## config.mk

```make
export PLATFORM = sky130hd
export DESIGN_NAME = qbx_gpio_expander
export DESIGN_NICKNAME = d
export VERILOG_FILES = /design/src/rtl/qbx_pkg.sv /design/src/rtl/qbx_sync.sv /design/src/rtl/qbx_i2c_target.sv /design/src/rtl/qbx_pin_bank.sv /design/src/rtl/qbx_gpio_expander.sv
export SDC_FILE = /design/constraint.sdc
export NUM_CORES = 1
export LEC_CHECK = 0
export CAP_MARGIN = 10
export CORE_ASPECT_RATIO = 0.7
export CORE_MARGIN = 4
export CORE_UTILIZATION = 30
export DETAILED_ROUTE_END_ITERATION = 10
export PLACE_DENSITY = 0.58
export SLEW_MARGIN = 40
export SYNTH_ARGS = -nofsm -noshare
export SYNTH_HDL_FRONTEND = slang
export SYNTH_SLANG_ARGS = --single-unit
export TNS_END_PERCENT = 20
```

## constraint.sdc

```tcl
create_clock -name clk_i -period 2.4 [get_ports clk_i]
set_input_delay 0.24 -clock clk_i [delete_from_list [all_inputs] [get_ports clk_i]]
set_output_delay 0.24 -clock clk_i [all_outputs]
set_load 0.005 [all_outputs]
```

## src/rtl/qbx_pkg.sv

```systemverilog
package qbx_pkg;
  typedef enum logic [2:0] {
    ST_IDLE,
    ST_ADDR,
    ST_ADDR_ACK,
    ST_RX,
    ST_RX_ACK,
    ST_TX,
    ST_TX_ACK
  } tgt_state_e;

  function automatic logic [6:0] base_addr(input bit alt);
    return alt ? 7'h38 : 7'h20;
  endfunction

  function automatic logic [7:0] lane_of(input logic hi, input logic [15:0] p);
    return hi ? p[15:8] : p[7:0];
  endfunction
endpackage

```

## src/rtl/qbx_sync.sv

```systemverilog
module qbx_sync #(
  parameter int unsigned W = 1,
  parameter logic        RST_VAL = 1'b1
) (
  input  logic         clk_i,
  input  logic         rst_ni,
  input  logic [W-1:0] d_i,
  output logic [W-1:0] q_o
);
  logic [W-1:0] s1_q, s2_q;

  always_ff @(posedge clk_i or negedge rst_ni) begin
    if (!rst_ni) begin
      s1_q <= {W{RST_VAL}};
      s2_q <= {W{RST_VAL}};
    end else begin
      s1_q <= d_i;
      s2_q <= s1_q;
    end
  end

  assign q_o = s2_q;
endmodule

```

## src/rtl/qbx_i2c_target.sv

```systemverilog
module qbx_i2c_target
  import qbx_pkg::*;
#(
  parameter int unsigned NUM_PINS = 16,
  parameter bit          ALT_BASE = 1'b0
) (
  input  logic                clk_i,
  input  logic                rst_ni,
  input  logic                scl_s_i,
  input  logic                sda_s_i,
  input  logic [2:0]          addr_sel_i,
  input  logic [NUM_PINS-1:0] pin_s_i,
  output logic                sda_oe_o,
  output logic                wr_stb_o,
  output logic                wr_hi_o,
  output logic [7:0]          wr_data_o,
  output logic                capture_o,
  output logic                byte_idx_o
);
  localparam bit          MULTI = (NUM_PINS > 8);
  localparam logic [6:0]  BASE  = base_addr(ALT_BASE);

  tgt_state_e  st_q;
  logic        scl_d_q, sda_d_q;
  logic [3:0]  cnt_q;
  logic [7:0]  sh_q, tx_q;
  logic        rw_q, byte_idx_q, ack_ok_q;
  logic [15:0] pin_pad;

  logic scl_rise, scl_fall, start_c, stop_c, match, byte_done;

  assign pin_pad   = 16'(pin_s_i);
  assign scl_rise  = scl_s_i & ~scl_d_q;
  assign scl_fall  = ~scl_s_i & scl_d_q;
  assign start_c   = scl_s_i & scl_d_q & sda_d_q & ~sda_s_i;
  assign stop_c    = scl_s_i & scl_d_q & ~sda_d_q & sda_s_i;
  assign match     = (sh_q[7:1] == {BASE[6:3], addr_sel_i});
  assign byte_done = scl_fall & (cnt_q == 4'd8);

  assign wr_stb_o   = (st_q == ST_RX) & byte_done & ~start_c & ~stop_c;
  assign wr_hi_o    = byte_idx_q;
  assign wr_data_o  = sh_q;
  assign byte_idx_o = byte_idx_q;
  assign capture_o  = wr_stb_o |
                      ((st_q == ST_ADDR) & byte_done & match & sh_q[0] & ~start_c & ~stop_c);

  assign sda_oe_o = (st_q == ST_ADDR_ACK) | (st_q == ST_RX_ACK) |
                    ((st_q == ST_TX) & ~tx_q[7]);

  always_ff @(posedge clk_i or negedge rst_ni) begin
    if (!rst_ni) begin
      st_q       <= ST_IDLE;
      scl_d_q    <= 1'b1;
      sda_d_q    <= 1'b1;
      cnt_q      <= '0;
      sh_q       <= '0;
      tx_q       <= '1;
      rw_q       <= 1'b0;
      byte_idx_q <= 1'b0;
      ack_ok_q   <= 1'b0;
    end else begin
      scl_d_q <= scl_s_i;
      sda_d_q <= sda_s_i;
      if (start_c) begin
        st_q       <= ST_ADDR;
        cnt_q      <= '0;
        byte_idx_q <= 1'b0;
      end else if (stop_c) begin
        st_q <= ST_IDLE;
      end else begin
        unique case (st_q)
          ST_ADDR: begin
            if (scl_rise) begin
              sh_q  <= {sh_q[6:0], sda_s_i};
              cnt_q <= cnt_q + 4'd1;
            end else if (byte_done) begin
              if (match) begin
                st_q <= ST_ADDR_ACK;
                rw_q <= sh_q[0];
                if (sh_q[0]) tx_q <= lane_of(1'b0, pin_pad);
              end else begin
                st_q <= ST_IDLE;
              end
            end
          end
          ST_ADDR_ACK: begin
            if (scl_fall) begin
              cnt_q <= '0;
              st_q  <= rw_q ? ST_TX : ST_RX;
            end
          end
          ST_RX: begin
            if (scl_rise) begin
              sh_q  <= {sh_q[6:0], sda_s_i};
              cnt_q <= cnt_q + 4'd1;
            end else if (byte_done) begin
              st_q <= ST_RX_ACK;
            end
          end
          ST_RX_ACK: begin
            if (scl_fall) begin
              cnt_q <= '0;
              st_q  <= ST_RX;
              if (MULTI) byte_idx_q <= ~byte_idx_q;
            end
          end
          ST_TX: begin
            if (scl_rise) begin
              cnt_q <= cnt_q + 4'd1;
            end else if (scl_fall) begin
              if (cnt_q == 4'd8) st_q <= ST_TX_ACK;
              else tx_q <= {tx_q[6:0], 1'b1};
            end
          end
          ST_TX_ACK: begin
            if (scl_rise) begin
              ack_ok_q <= ~sda_s_i;
            end else if (scl_fall) begin
              if (ack_ok_q) begin
                byte_idx_q <= MULTI ? ~byte_idx_q : 1'b0;
                tx_q       <= lane_of(MULTI ? ~byte_idx_q : 1'b0, pin_pad);
                cnt_q      <= '0;
                st_q       <= ST_TX;
              end else begin
                st_q <= ST_IDLE;
              end
            end
          end
          default: ;
        endcase
      end
    end
  end
endmodule

```

## src/rtl/qbx_pin_bank.sv

```systemverilog
module qbx_pin_bank #(
  parameter int unsigned NUM_PINS = 16
) (
  input  logic                clk_i,
  input  logic                rst_ni,
  input  logic                wr_stb_i,
  input  logic                wr_hi_i,
  input  logic [7:0]          wr_data_i,
  input  logic                capture_i,
  input  logic [NUM_PINS-1:0] pin_s_i,
  output logic [NUM_PINS-1:0] latch_o,
  output logic [NUM_PINS-1:0] snap_o,
  output logic                int_no
);
  localparam int unsigned LANES = NUM_PINS / 8;

  for (genvar b = 0; b < LANES; b++) begin : gen_lane
    logic [7:0] q;
    always_ff @(posedge clk_i or negedge rst_ni) begin
      if (!rst_ni) q <= 8'hFF;
      else if (wr_stb_i && (wr_hi_i == (b == 1))) q <= wr_data_i;
    end
    assign latch_o[b*8 +: 8] = q;
  end

  logic [NUM_PINS-1:0] snap_q;
  logic                int_n_q;

  always_ff @(posedge clk_i or negedge rst_ni) begin
    if (!rst_ni) begin
      snap_q  <= '1;
      int_n_q <= 1'b1;
    end else if (capture_i) begin
      snap_q  <= pin_s_i;
      int_n_q <= 1'b1;
    end else begin
      int_n_q <= (pin_s_i == snap_q);
    end
  end

  assign snap_o = snap_q;
  assign int_no = int_n_q;
endmodule

```

## src/rtl/qbx_gpio_expander.sv

```systemverilog
module qbx_gpio_expander #(
  parameter bit WIDE_BANK = 1'b1,
  parameter bit ALT_BASE  = 1'b0,
  localparam int unsigned NUM_PINS = WIDE_BANK ? 16 : 8
) (
  input  logic                clk_i,
  input  logic                rst_ni,
  input  logic                scl_i,
  input  logic                sda_i,
  output logic                sda_oe_o,
  input  logic [2:0]          addr_sel_i,
  input  logic [NUM_PINS-1:0] pin_i,
  output logic [NUM_PINS-1:0] pin_drive_low_o,
  output logic [NUM_PINS-1:0] pin_weak_high_o,
  output logic                int_no
);
  logic [1:0]          bus_s;
  logic [NUM_PINS-1:0] pin_s, latch, snap;
  logic                wr_stb, wr_hi, capture, byte_idx;
  logic [7:0]          wr_data;

  qbx_sync #(.W(2), .RST_VAL(1'b1)) i_bus_sync (
    .clk_i, .rst_ni, .d_i({scl_i, sda_i}), .q_o(bus_s)
  );

  qbx_sync #(.W(NUM_PINS), .RST_VAL(1'b1)) i_pin_sync (
    .clk_i, .rst_ni, .d_i(pin_i), .q_o(pin_s)
  );

  qbx_i2c_target #(.NUM_PINS(NUM_PINS), .ALT_BASE(ALT_BASE)) i_target (
    .clk_i, .rst_ni,
    .scl_s_i(bus_s[1]), .sda_s_i(bus_s[0]),
    .addr_sel_i, .pin_s_i(pin_s),
    .sda_oe_o,
    .wr_stb_o(wr_stb), .wr_hi_o(wr_hi), .wr_data_o(wr_data),
    .capture_o(capture), .byte_idx_o(byte_idx)
  );

  qbx_pin_bank #(.NUM_PINS(NUM_PINS)) i_bank (
    .clk_i, .rst_ni,
    .wr_stb_i(wr_stb), .wr_hi_i(wr_hi), .wr_data_i(wr_data),
    .capture_i(capture), .pin_s_i(pin_s),
    .latch_o(latch), .snap_o(snap), .int_no
  );

  assign pin_drive_low_o = ~latch;
  assign pin_weak_high_o = latch;
endmodule

```

== Yosys cells after proc, flatten, opt, wreduce, memory -nomap -nowiden ==
Index checks and enable logic that the tools add are counted.
Cells by class
  add/sub/neg operators: 1
  multiplexer cells: 45
  $lt $le $gt $ge: 0
  bitwise gates (word level): 30
  div/mod/pow operators: 0
  eq/ne operators: 37
  reduce and logical (&&, ||, !) cells: 16
  multiply operators: 0
  shifts and indexed selects: 0
Operators by type and width (count)
  two-way mux 8 bit: 11
  two-way mux 3 bit: 15
  two-way mux 4 bit: 7
  != test 4 x 1 -> 1 bit (second input constant): 7
  case mux 8 bit (3 select lines): 1
  case mux 3 bit (6 select lines): 1
  bitwise AND 1 bit: 17
  == test 16 bit: 1
  != test 4 bit (second input constant): 4
  inverter 16 bit: 1
  != test 3 x 1 -> 1 bit (second input constant): 5
  != test 2 x 1 -> 1 bit (second input constant): 7
  AND reduction 13 bit: 1
  case mux 4 bit (3 select lines): 1
  AND reduction 12 bit: 1
  AND reduction 6 bit: 2
  == test 3 bit (second input constant): 3
  inverter 1 bit: 9
  != test 2 bit (second input constant): 4
  AND reduction 4 bit: 2
  nonzero test 8 bit: 1
  == test 7 x 6 -> 1 bit: 1
  two-way mux 1 bit: 7
  AND reduction 7 bit: 1
  other kinds (13): 19
Storage, ports and cells
  memories: 0
  input bits: 23
  bits in writable memories: 0
  output and inout bits: 34
  word-level logic and storage cells: 146
  register bits: 97
  bits in latches: 0
  ROM bits: 0

== Logic depth before layout (Yosys ltp) ==
Gate-level depths: netlist (run 1).
  word-level depth: 10
  depth in mapped cells: 8
  gate-level depth less buffers: 7

== Cells and area by module ==
From an unflattened synthesis (run 1), not the netlist that was laid out.
Second synthesis, totals
  cells, all modules: 326
  area total of the unflattened synthesis: 4225.3 sq um
Modules (own cells, without submodules)
  qbx_i2c_target: cells an instance 183, sequential area each 713.2 sq um, instances 1, area an instance 1783.0 sq um
  qbx_pin_bank: cells an instance 91, sequential area each 867.1 sq um, instances 1, area an instance 1436.4 sq um
  qbx_sync at i_pin_sync: cells an instance 32, sequential area each 840.8 sq um, instances 1, area an instance 840.8 sq um
  qbx_sync at i_bus_sync: cells an instance 4, sequential area each 105.1 sq um, instances 1, area an instance 105.1 sq um
  qbx_gpio_expander: cells an instance 16, sequential area each 0.0 sq um, instances 1, area an instance 60.1 sq um

== Worst setup path before layout (run 1) ==
Ideal clock, no wire load.
  path kind: register to register
  from: register i_target.sh_q[4] (netlist: i_target.wr_data_o[4])
  to: register i_target.tx_q[0]
  path slack: 77 ps
  required time: 2318 ps
  setup time: 82 ps
  buffers on the path: 0
  arrival: 2241 ps
  clock period less this slack: 2323 ps
  cell stages (with the launch flop): 6
  cell sequence: dfrtp_1 or4b_4 nor4_4 a31oi_1 a311oi_4 mux2_2
On the way
  word-level cells in the longest chain between the ends: 3
Ends and longest elaborated chain
  start: declaration: RTL line qbx_i2c_target.sv:26  | logic [7:0] sh_q, tx_q;
  start signal: assignment: RTL line qbx_i2c_target.sv:74  | sh_q <= {sh_q[6:0], sda_s_i};
  start signal: assignment: RTL line qbx_i2c_target.sv:94  | sh_q <= {sh_q[6:0], sda_s_i};
  == test 7 x 6 -> 1 bit: RTL line qbx_i2c_target.sv:37  | assign match = (sh_q[7:1] == {BASE[6:3], addr_sel_i});
  != test 2 x 1 -> 1 bit (no source line)
  AND reduction 13 bit (no source line)
  end signal: assignment: RTL line qbx_i2c_target.sv:80  | if (sh_q[0]) tx_q <= lane_of(1'b0, pin_pad);
  end signal: assignment: RTL line qbx_i2c_target.sv:112  | else tx_q <= {tx_q[6:0], 1'b1};
  end signal: assignment: RTL line qbx_i2c_target.sv:121  | tx_q <= lane_of(MULTI ? ~byte_idx_q : 1'b0, pin_pad);
  end: declaration: RTL line qbx_i2c_target.sv:26
Every way passes these cells.
A chain may end at the register's enable or synchronous reset.

== Final worst setup path (run 1) ==
  from: register i_target.st_q[0]
  to: output port sda_oe_o
On the way
  word-level cells in the longest chain between the ends: 3
  elaborated cells between the ends (all ways): 6
  classes of those cells: eq/ne: 3; bitwise: 3
Ends and longest elaborated chain
  start: declaration: RTL line qbx_i2c_target.sv:23  | tgt_state_e st_q;
  start signal: assignment: RTL line qbx_i2c_target.sv:89  | st_q <= rw_q ? ST_TX : ST_RX;
  == test 3 x 2 -> 1 bit (tied with other cells): RTL line qbx_i2c_target.sv:47  | assign sda_oe_o = (st_q == ST_ADDR_ACK) | (st_q == ST_RX_ACK) |
  bitwise OR 1 bit / bitwise AND 1 bit (equally long branches): RTL line qbx_i2c_target.sv:47, qbx_i2c_target.sv:48
  bitwise OR 1 bit (*): RTL line qbx_i2c_target.sv:47
  end: declaration: RTL line qbx_gpio_expander.sv:10  | output logic sda_oe_o,
Every way passes the cells marked *; elsewhere a longest branch is shown, timed or not.

==> results of run 1 <==
## logic make-up after synthesis
kind of cell / count (synthesis) / share of synthesized area
xor+xnor: 21 / 0.0446
buf+inv: 27 / 0.0282
mux: 51 / 0.139
compound gates: 36 / 0.0619
flops: 97 / 0.613
simple gates: 77 / 0.104
fa+ha+maj: 3 / 0.00850
## timing repair
item                                    4_1_cts  5_1_grt
hold endpoints to repair                     18        0
endpoints found under the setup margin        0       22
hold buffers                                  1        0
gates resized for setup                       0        2
## Yosys cell counts (3+ instances only)
| library cell | count | area (um^2) |
|---|---|---|
| sky130_fd_sc_hd__nor2_1 | 9 | 33.8 |
| sky130_fd_sc_hd__a21oi_1 | 4 | 20.0 |
| sky130_fd_sc_hd__a22oi_1 | 9 | 67.6 |
| sky130_fd_sc_hd__dfstp_2 | 79 | 2080 |
| sky130_fd_sc_hd__xor2_1 | 20 | 175 |
| sky130_fd_sc_hd__nand4_1 | 3 | 18.8 |
| sky130_fd_sc_hd__nand2b_1 | 7 | 43.8 |
| sky130_fd_sc_hd__clkbuf_1 | 3 | 11.3 |
| sky130_fd_sc_hd__o21ai_0 | 11 | 55.1 |
| sky130_fd_sc_hd__inv_1 | 21 | 78.8 |
| sky130_fd_sc_hd__dfrtp_1 | 18 | 450 |
| sky130_fd_sc_hd__mux2_2 | 51 | 574 |
| sky130_fd_sc_hd__nand2_1 | 28 | 105 |
| sky130_fd_sc_hd__and2_1 | 3 | 18.8 |
| sky130_fd_sc_hd__nand3_1 | 3 | 15.0 |
| sky130_fd_sc_hd__nor4_1 | 5 | 31.3 |
## sequential cells by signal (all words and copies together), names as in the netlist
register,cells
i_bank.gen_lane.q,16
i_bank.snap_o,16
i_pin_sync.q_o,16
i_pin_sync.s1_q,16
i_target.tx_q,8
i_target.wr_data_o,8
i_target.cnt_q,4
i_target.st_q,3
i_bus_sync.q_o,2
i_bus_sync.s1_q,2
i_bank.int_no,1
i_target.ack_ok_q,1
i_target.byte_idx_o,1
i_target.rw_q,1
i_target.scl_d_q,1
i_target.sda_d_q,1
## path summary, 6_finish.rpt
kind / to / slack (ns) / cells after the start
setup reg to reg: i_target.cnt_q[3] / 0.17 / 5
hold / removal: i_pin_sync.s1_q[8] / 0.29 / 1
max in group asynchronous: i_pin_sync.s1_q[12] / 1.23 / 3
hold reg to reg: i_pin_sync.q_o[0] / 0.35 / 0
setup / recovery: sda_oe_o / 0.16 / 5
min in group asynchronous: i_target.st_q[0] / 0.43 / 2
## layout by cell type (no fill, tap or decap), drive strengths merged, types with 7 or more instances in the layout
cell type,count
dfstp,79
clkdlybuf4s50,55
mux2,51
nand2,28
inv,25
xor2,20
dfrtp,18
buf,14
o21ai,11
nor2,10
clkbuf,10
a22oi,9
nand2b,7
## stage by stage
step / total power, mW / setup WS [ns] / hold WS, ns
floorplan: 2.05 / 0.0768 / -0.0556
global placement: 2.16 / 0.126 / 0.253
detailed placement: 2.18 / 0.0734 / 0.261
CTS: 3.79 / 0.0414 / 0.280
global route: 3.90 / 0.0248 / 0.282
finish: 3.73 / 0.157 / 0.292
## power groups by stage
stage / Sequential (mW) / Clock (mW) / Combinational (mW)
floorplan: 1.91 / 0 / 0.140
global placement: 1.94 / 0 / 0.228
detailed placement: 1.94 / 0 / 0.240
CTS: 1.92 / 1.63 / 0.242
global route: 1.93 / 1.70 / 0.269
finish: 1.92 / 1.58 / 0.239
## cell type report
| cell class | instances | area share |
|---|---|---|
| multi-input combinational | 188 | 0.278 |
| timing repair buffer | 70 | 0.130 |
| inverter | 21 | 0.0148 |
| clock buffer | 10 | 0.0429 |
| sequential | 97 | 0.473 |
| clock inverter | 6 | 0.0183 |
| tap | 185 | 0.0433 |
## metal layers
| metal | routed length [um] | part of all wire | up-vias |
|---|---|---|---|
| li1 | - | - | 1226 |
| met1 | 4220 | 0.50 | 1288 |
| met2 | 3690 | 0.44 | 58 |
| met3 | 375 | 0.045 | 9 |
| met4 | 97 | 0.012 | 0 |
| met5 | 0 | 0 | - |
## critical path, stage by stage (launching register included)
cell and delay [ns]:
sky130_fd_sc_hd__dfrtp_1 0.49, sky130_fd_sc_hd__buf_4 0.22, sky130_fd_sc_hd__nand2_1 0.05, sky130_fd_sc_hd__nand2_1 0.04, sky130_fd_sc_hd__o21ai_0 0.28, sky130_fd_sc_hd__clkdlybuf4s50_1 0.57
==> run summary, run 1 <==
Run status - finished clean
Sink Count - 97
Flops & latches, synth - 97
Avg WL per Cell - 14.5 um
Minimum clock period after layout - 2.24 ns
Drt total wl - 8380 um
Most utilized layer in the global route result - met2
# H-tree levels - 3
Clock transition at path regs - 0.08 ns
NetSw - 0.839 mW
Number of setup buffers added after CTS - 0
Number of non-filler instances in the completed layout - 577
Core region area - 13300 um^2
Pins over their slew limit - 0
Number of primary I/O pins - 57
Total via count after detailed routing - 2581
Share of cells above drive strength 1 - 0.429
Reg2Reg Launch Point - i_target.scl_d_q
Pin count of the biggest net entering global routing - 59
ANT nets after route - 0
Worst Hold Launch - pin_i[8]
Clock tree root buffer cell - sky130_fd_sc_hd__clkbuf_16
Overflow left after global routing - 0
Post-Route Setup TNS - 0 ns
Global routing usage summed across all routing layers - 0.112
First DRT Iteration DRCs - 142
GR Layer Usage met2 - 0.166
Total die area - 15700 um^2
Sequential cell area fraction in the yosys report - 0.613
Die Span Y - 106 um
Average size of a mapped cell - 13.2 um^2
Count of buffers from port buffering - 56
Number of placed instances with taps included - 560
DRC violations left - 0
Combinational fraction of design power - 0.064
Buffers from clock root to sink, at most - 2
Leakage power summed over all cells - 2.16 nW
Number of placement rows - 35
Syn_nets - 337
Detailed-routing iteration count for the pre-antenna-repair pass - 4
Number of global-route vias before repair - 2760
Sw Ratio - 0.225
Count of synthesis-stage warnings from yosys - 0
Clock tree from TritonCTS - done
Final Wtd Congestion - 0.816
Sequential share of power - 0.514
Clock network fraction of total power - 0.422
Internal Dissipation - 2.89 mW
Instance count of the mapped netlist - 312
Max-cap check violation count - 0
Filler Cells Inserted - 1300
Cts bufs inserted - 9
HPWL after detailed placement - 5800 um
Max Clock Skew - 0.0129 ns
Max FO, Critical Path - 10
Critical path data required time - 2.16 ns
Wire length of the first global-routing pass - 14100 um
Netlist area before placement - 4120 um^2
Sort of element at the start of the critical path - flop
Power per unit of standard cell area - 699 nW/um^2
Antenna violations before repair - 0
Least-Margin Pin Slew - 0.657 ns
Crit path launch - i_target.st_q[0]
Final setup viols - 0
Maximum clock frequency - 446 MHz
Number of antenna diodes - 0
Effective utilization at floorplan - 0.310
Endpoint arrival time on the critical path - 2.00 ns
Multi-input combinational cell area - 1490 um^2
GR Util met3 - 0.0345
Fin. Hold Viols - 0
Type of the tightest min-delay check - in -> reg
Number of enable-type register cells in the synthesized netlist - 0
Type of the setup path with the least slack - reg -> out
Proportion of synthesized flip-flops having asynchronous set or reset - 1.00
Count of unique library cells instantiated by Yosys - 47
Vias per std cell - 4.47
Final core occ - 0.401
Met1 Usage GRT - 0.156
Endpoint type of the worst setup path - primary output
Worst skew pair latency - 0.35 ns
Placed inst area - 5000 um^2
Max-slew headroom at the worst pin - 0.562
Maximum vdd ir drop - 0.357 mV
Total Nets Final - 412
Setup repair after global routing missed its margin - no
Most instantiated flip-flop cell in the synthesis netlist - sky130_fd_sc_hd__dfstp_2
Area taken by flip-flops and latches - 2530 um^2
Width of the chip - 148 um
Relative area change from synthesis to final layout - 29.6%
Final non-filler cell area - 5340 um^2
Final critical-path share of the clock period - 0.935
No activity file was read; power rests on OpenSTA's default activity.
==> run 2, diff against run 1 <==
==> constraint.sdc (replaced) <==
create_clock -name clk_i -period 2.4 [get_ports clk_i]
set_input_delay 0.24 -clock clk_i [delete_from_list [all_inputs] [get_ports clk_i]]
set_output_delay 0.24 -clock clk_i [all_outputs]
set_load 0.02 [all_outputs]
==> run 2 against run 1 <==
  * First-iteration DRC count shrank 1.4%
  * Die area is the same
  * Clock power is essentially flat
  * Sequential cell count is the same
  * Critical path depth is the same
  * Combinational power is essentially flat
  * Total power is essentially flat
  * Largest power group unchanged
==> run summary, run 2 (synthesized netlist as in run 1, its figures left out) <==
Run status - finished clean
Multi-input combinational cell area - 1490 um^2
# H-tree levels - 3
Endpoint arrival time on the critical path - 2.49 ns
Wire length of the first global-routing pass - 14100 um
Number of antenna diodes - 0
Least-Margin Pin Slew - 0.685 ns
Final setup viols - 0
Reg2Reg Launch Point - i_target.scl_d_q
Max FO, Critical Path - 6
Slowest stage cell, crit path - sky130_fd_sc_hd__dfstp_2
Critical path data required time - 2.66 ns
Detailed-routing iteration count for the pre-antenna-repair pass - 4
Clock tree from TritonCTS - done
Worst path cell trace - nand2b_1, or4_1, and3_1, or4_1, a32oi_1
Type of the setup path with the least slack - reg -> reg
Count of cells along the worst hold path - 1
Relative area change from synthesis to final layout - 29.7%
Hold Path Sink - i_pin_sync.s1_q[8]
HPWL after detailed placement - 5800 um
Top library cells by usage in the layout, fill and taps aside - sky130_fd_sc_hd__dfstp_2 (79), sky130_fd_sc_hd__clkdlybuf4s50_1 (54), sky130_fd_sc_hd__mux2_2 (51)
Fin. Hold Viols - 0
Sink Count - 97
Total die area - 15700 um^2
Worst skew pair latency - 0.35 ns
Worst R2R Path Depth - 5
Most frequent standard cell in the layout excluding fill and tap cells - sky130_fd_sc_hd__dfstp_2
Final non-filler cell area - 5350 um^2
ANT nets after route - 0
Effective utilization at floorplan - 0.310
DRC violations left - 0
Maximum clock frequency - 448 MHz
Clock transition at path regs - 0.08 ns
Minimum clock period after layout - 2.23 ns
Largest stage delay on the critical path - 0.57 ns
Buffers from clock root to sink, at most - 2
Max-slew headroom at the worst pin - 0.543
Width of the chip - 148 um
Count of buffers from port buffering - 56
Pin count of the biggest net entering global routing - 59
Type of the tightest min-delay check - in -> reg
Clock tree root buffer cell - sky130_fd_sc_hd__clkbuf_16
Clock network fraction of total power - 0.422
Total design power - 3.73 mW
Setup repair after global routing missed its margin - no
Cell mode on critical path - sky130_fd_sc_hd__or4_1
Die Span Y - 106 um
Number of global-route vias before repair - 2760
First DRT Iteration DRCs - 140
Endpoint type of the worst setup path - flop
NetSw - 0.838 mW
Vias per std cell - 4.47
Slack of the worst reg-to-reg path - 0.17 ns
Final critical-path share of the clock period - 0.930
Total Nets Final - 412
Antenna violations before repair - 0
Max-cap check violation count - 0
Sequential share of power - 0.514
Sort of element at the start of the critical path - flop
Leakage power summed over all cells - 2.18 nW
Cts bufs inserted - 9
Area taken by flip-flops and latches - 2530 um^2
Number of placement rows - 35
Pins over their slew limit - 0
Sw Ratio - 0.225
Share of cells above drive strength 1 - 0.429
Worst Hold Launch - pin_i[8]
Worst reg2reg endpoint - i_target.cnt_q[3]
Total via count after detailed routing - 2579
Internal Dissipation - 2.89 mW
Combinational fraction of design power - 0.064
Number of primary I/O pins - 57
Avg WL per Cell - 14.5 um
Max Clock Skew - 0.0129 ns
Power per unit of standard cell area - 698 nW/um^2
Maximum vdd ir drop - 0.357 mV
Drt total wl - 8380 um
Filler Cells Inserted - 1300
Post-Route Setup TNS - 0 ns
Overflow left after global routing - 0
Core region area - 13300 um^2
Global routing usage summed across all routing layers - 0.112
Final Wtd Congestion - 0.816
Placed inst area - 5000 um^2
==> run 2: worst max-delay path by stage <==
stage | slack (ns) | endpoint | startpoint
2_1_floorplan | 0.08 | i_target.tx_q[0] | i_target.wr_data_o[4]
3_3_place_gp | 0.13 | i_target.tx_q[7] | i_target.wr_data_o[5]
3_5_place_dp | 0.07 | i_target.tx_q[5] | i_target.wr_data_o[5]
4_1_cts | 0.04 | i_target.tx_q[6] | i_target.wr_data_o[5]
5_1_grt | 0.07 | i_target.tx_q[6] | i_target.wr_data_o[5]
6_report | 0.17 | i_target.cnt_q[3] | i_target.scl_d_q
==> run 2: routing by layer <==
metal,up-vias,GRT usage,part of all wire
met4,0,0.0389,0.012
li1,1228,-,-
met3,9,0.0345,0.042
met1,1285,0.156,0.51
met2,57,0.166,0.44
met5,-,0,0
==> run 2: through the flow <==
| step | cells | hold WS [ns] | utilization | worst slack [ns] |
|---|---|---|---|---|
| after floorplan | 312 | -0.0556 | - | 0.0768 |
| after global placement | 560 | 0.253 | 0.375 | 0.126 |
| after detailed placement | 560 | 0.261 | 0.375 | 0.0734 |
| after CTS | 577 | 0.280 | 0.401 | 0.0414 |
| after global routing | 577 | 0.282 | 0.402 | 0.0732 |
| final | 577 | 0.292 | 0.402 | 0.169 |
==> run 2: power by group through the flow <==
stage / clock network, mW / logic, mW / registers (mW)
5_1_grt: 1.70 / 0.269 / 1.93
2_1_floorplan: 0 / 0.140 / 1.91
3_5_place_dp: 0 / 0.240 / 1.94
3_3_place_gp: 0 / 0.228 / 1.94
4_1_cts: 1.63 / 0.242 / 1.92
6_report: 1.58 / 0.239 / 1.92
==> run 2: area by class of cell <==
cell class                 instances  share of cell area
tap                              185              0.0433
sequential                        97               0.473
clock buffer                      10              0.0428
inverter                          21              0.0147
multi-input combinational        188               0.278
timing repair buffer              70               0.130
clock inverter                     6              0.0183
==> run 2: repair_timing <==
action,CTS,global route
gates resized for setup,0,3
endpoints found under the hold margin,18,0
endpoints found under the setup margin,0,23
setup buffers,0,0
hold buffers,1,0
==> run 2: critical path: cells and delay by family (launching register included) <==
kind | cells | cell delay (ns)
AND/OR/NAND/NOR | 4 | 1.38
AO/OA/AOI/OAI | 1 | 0.20
flip-flops | 1 | 0.57
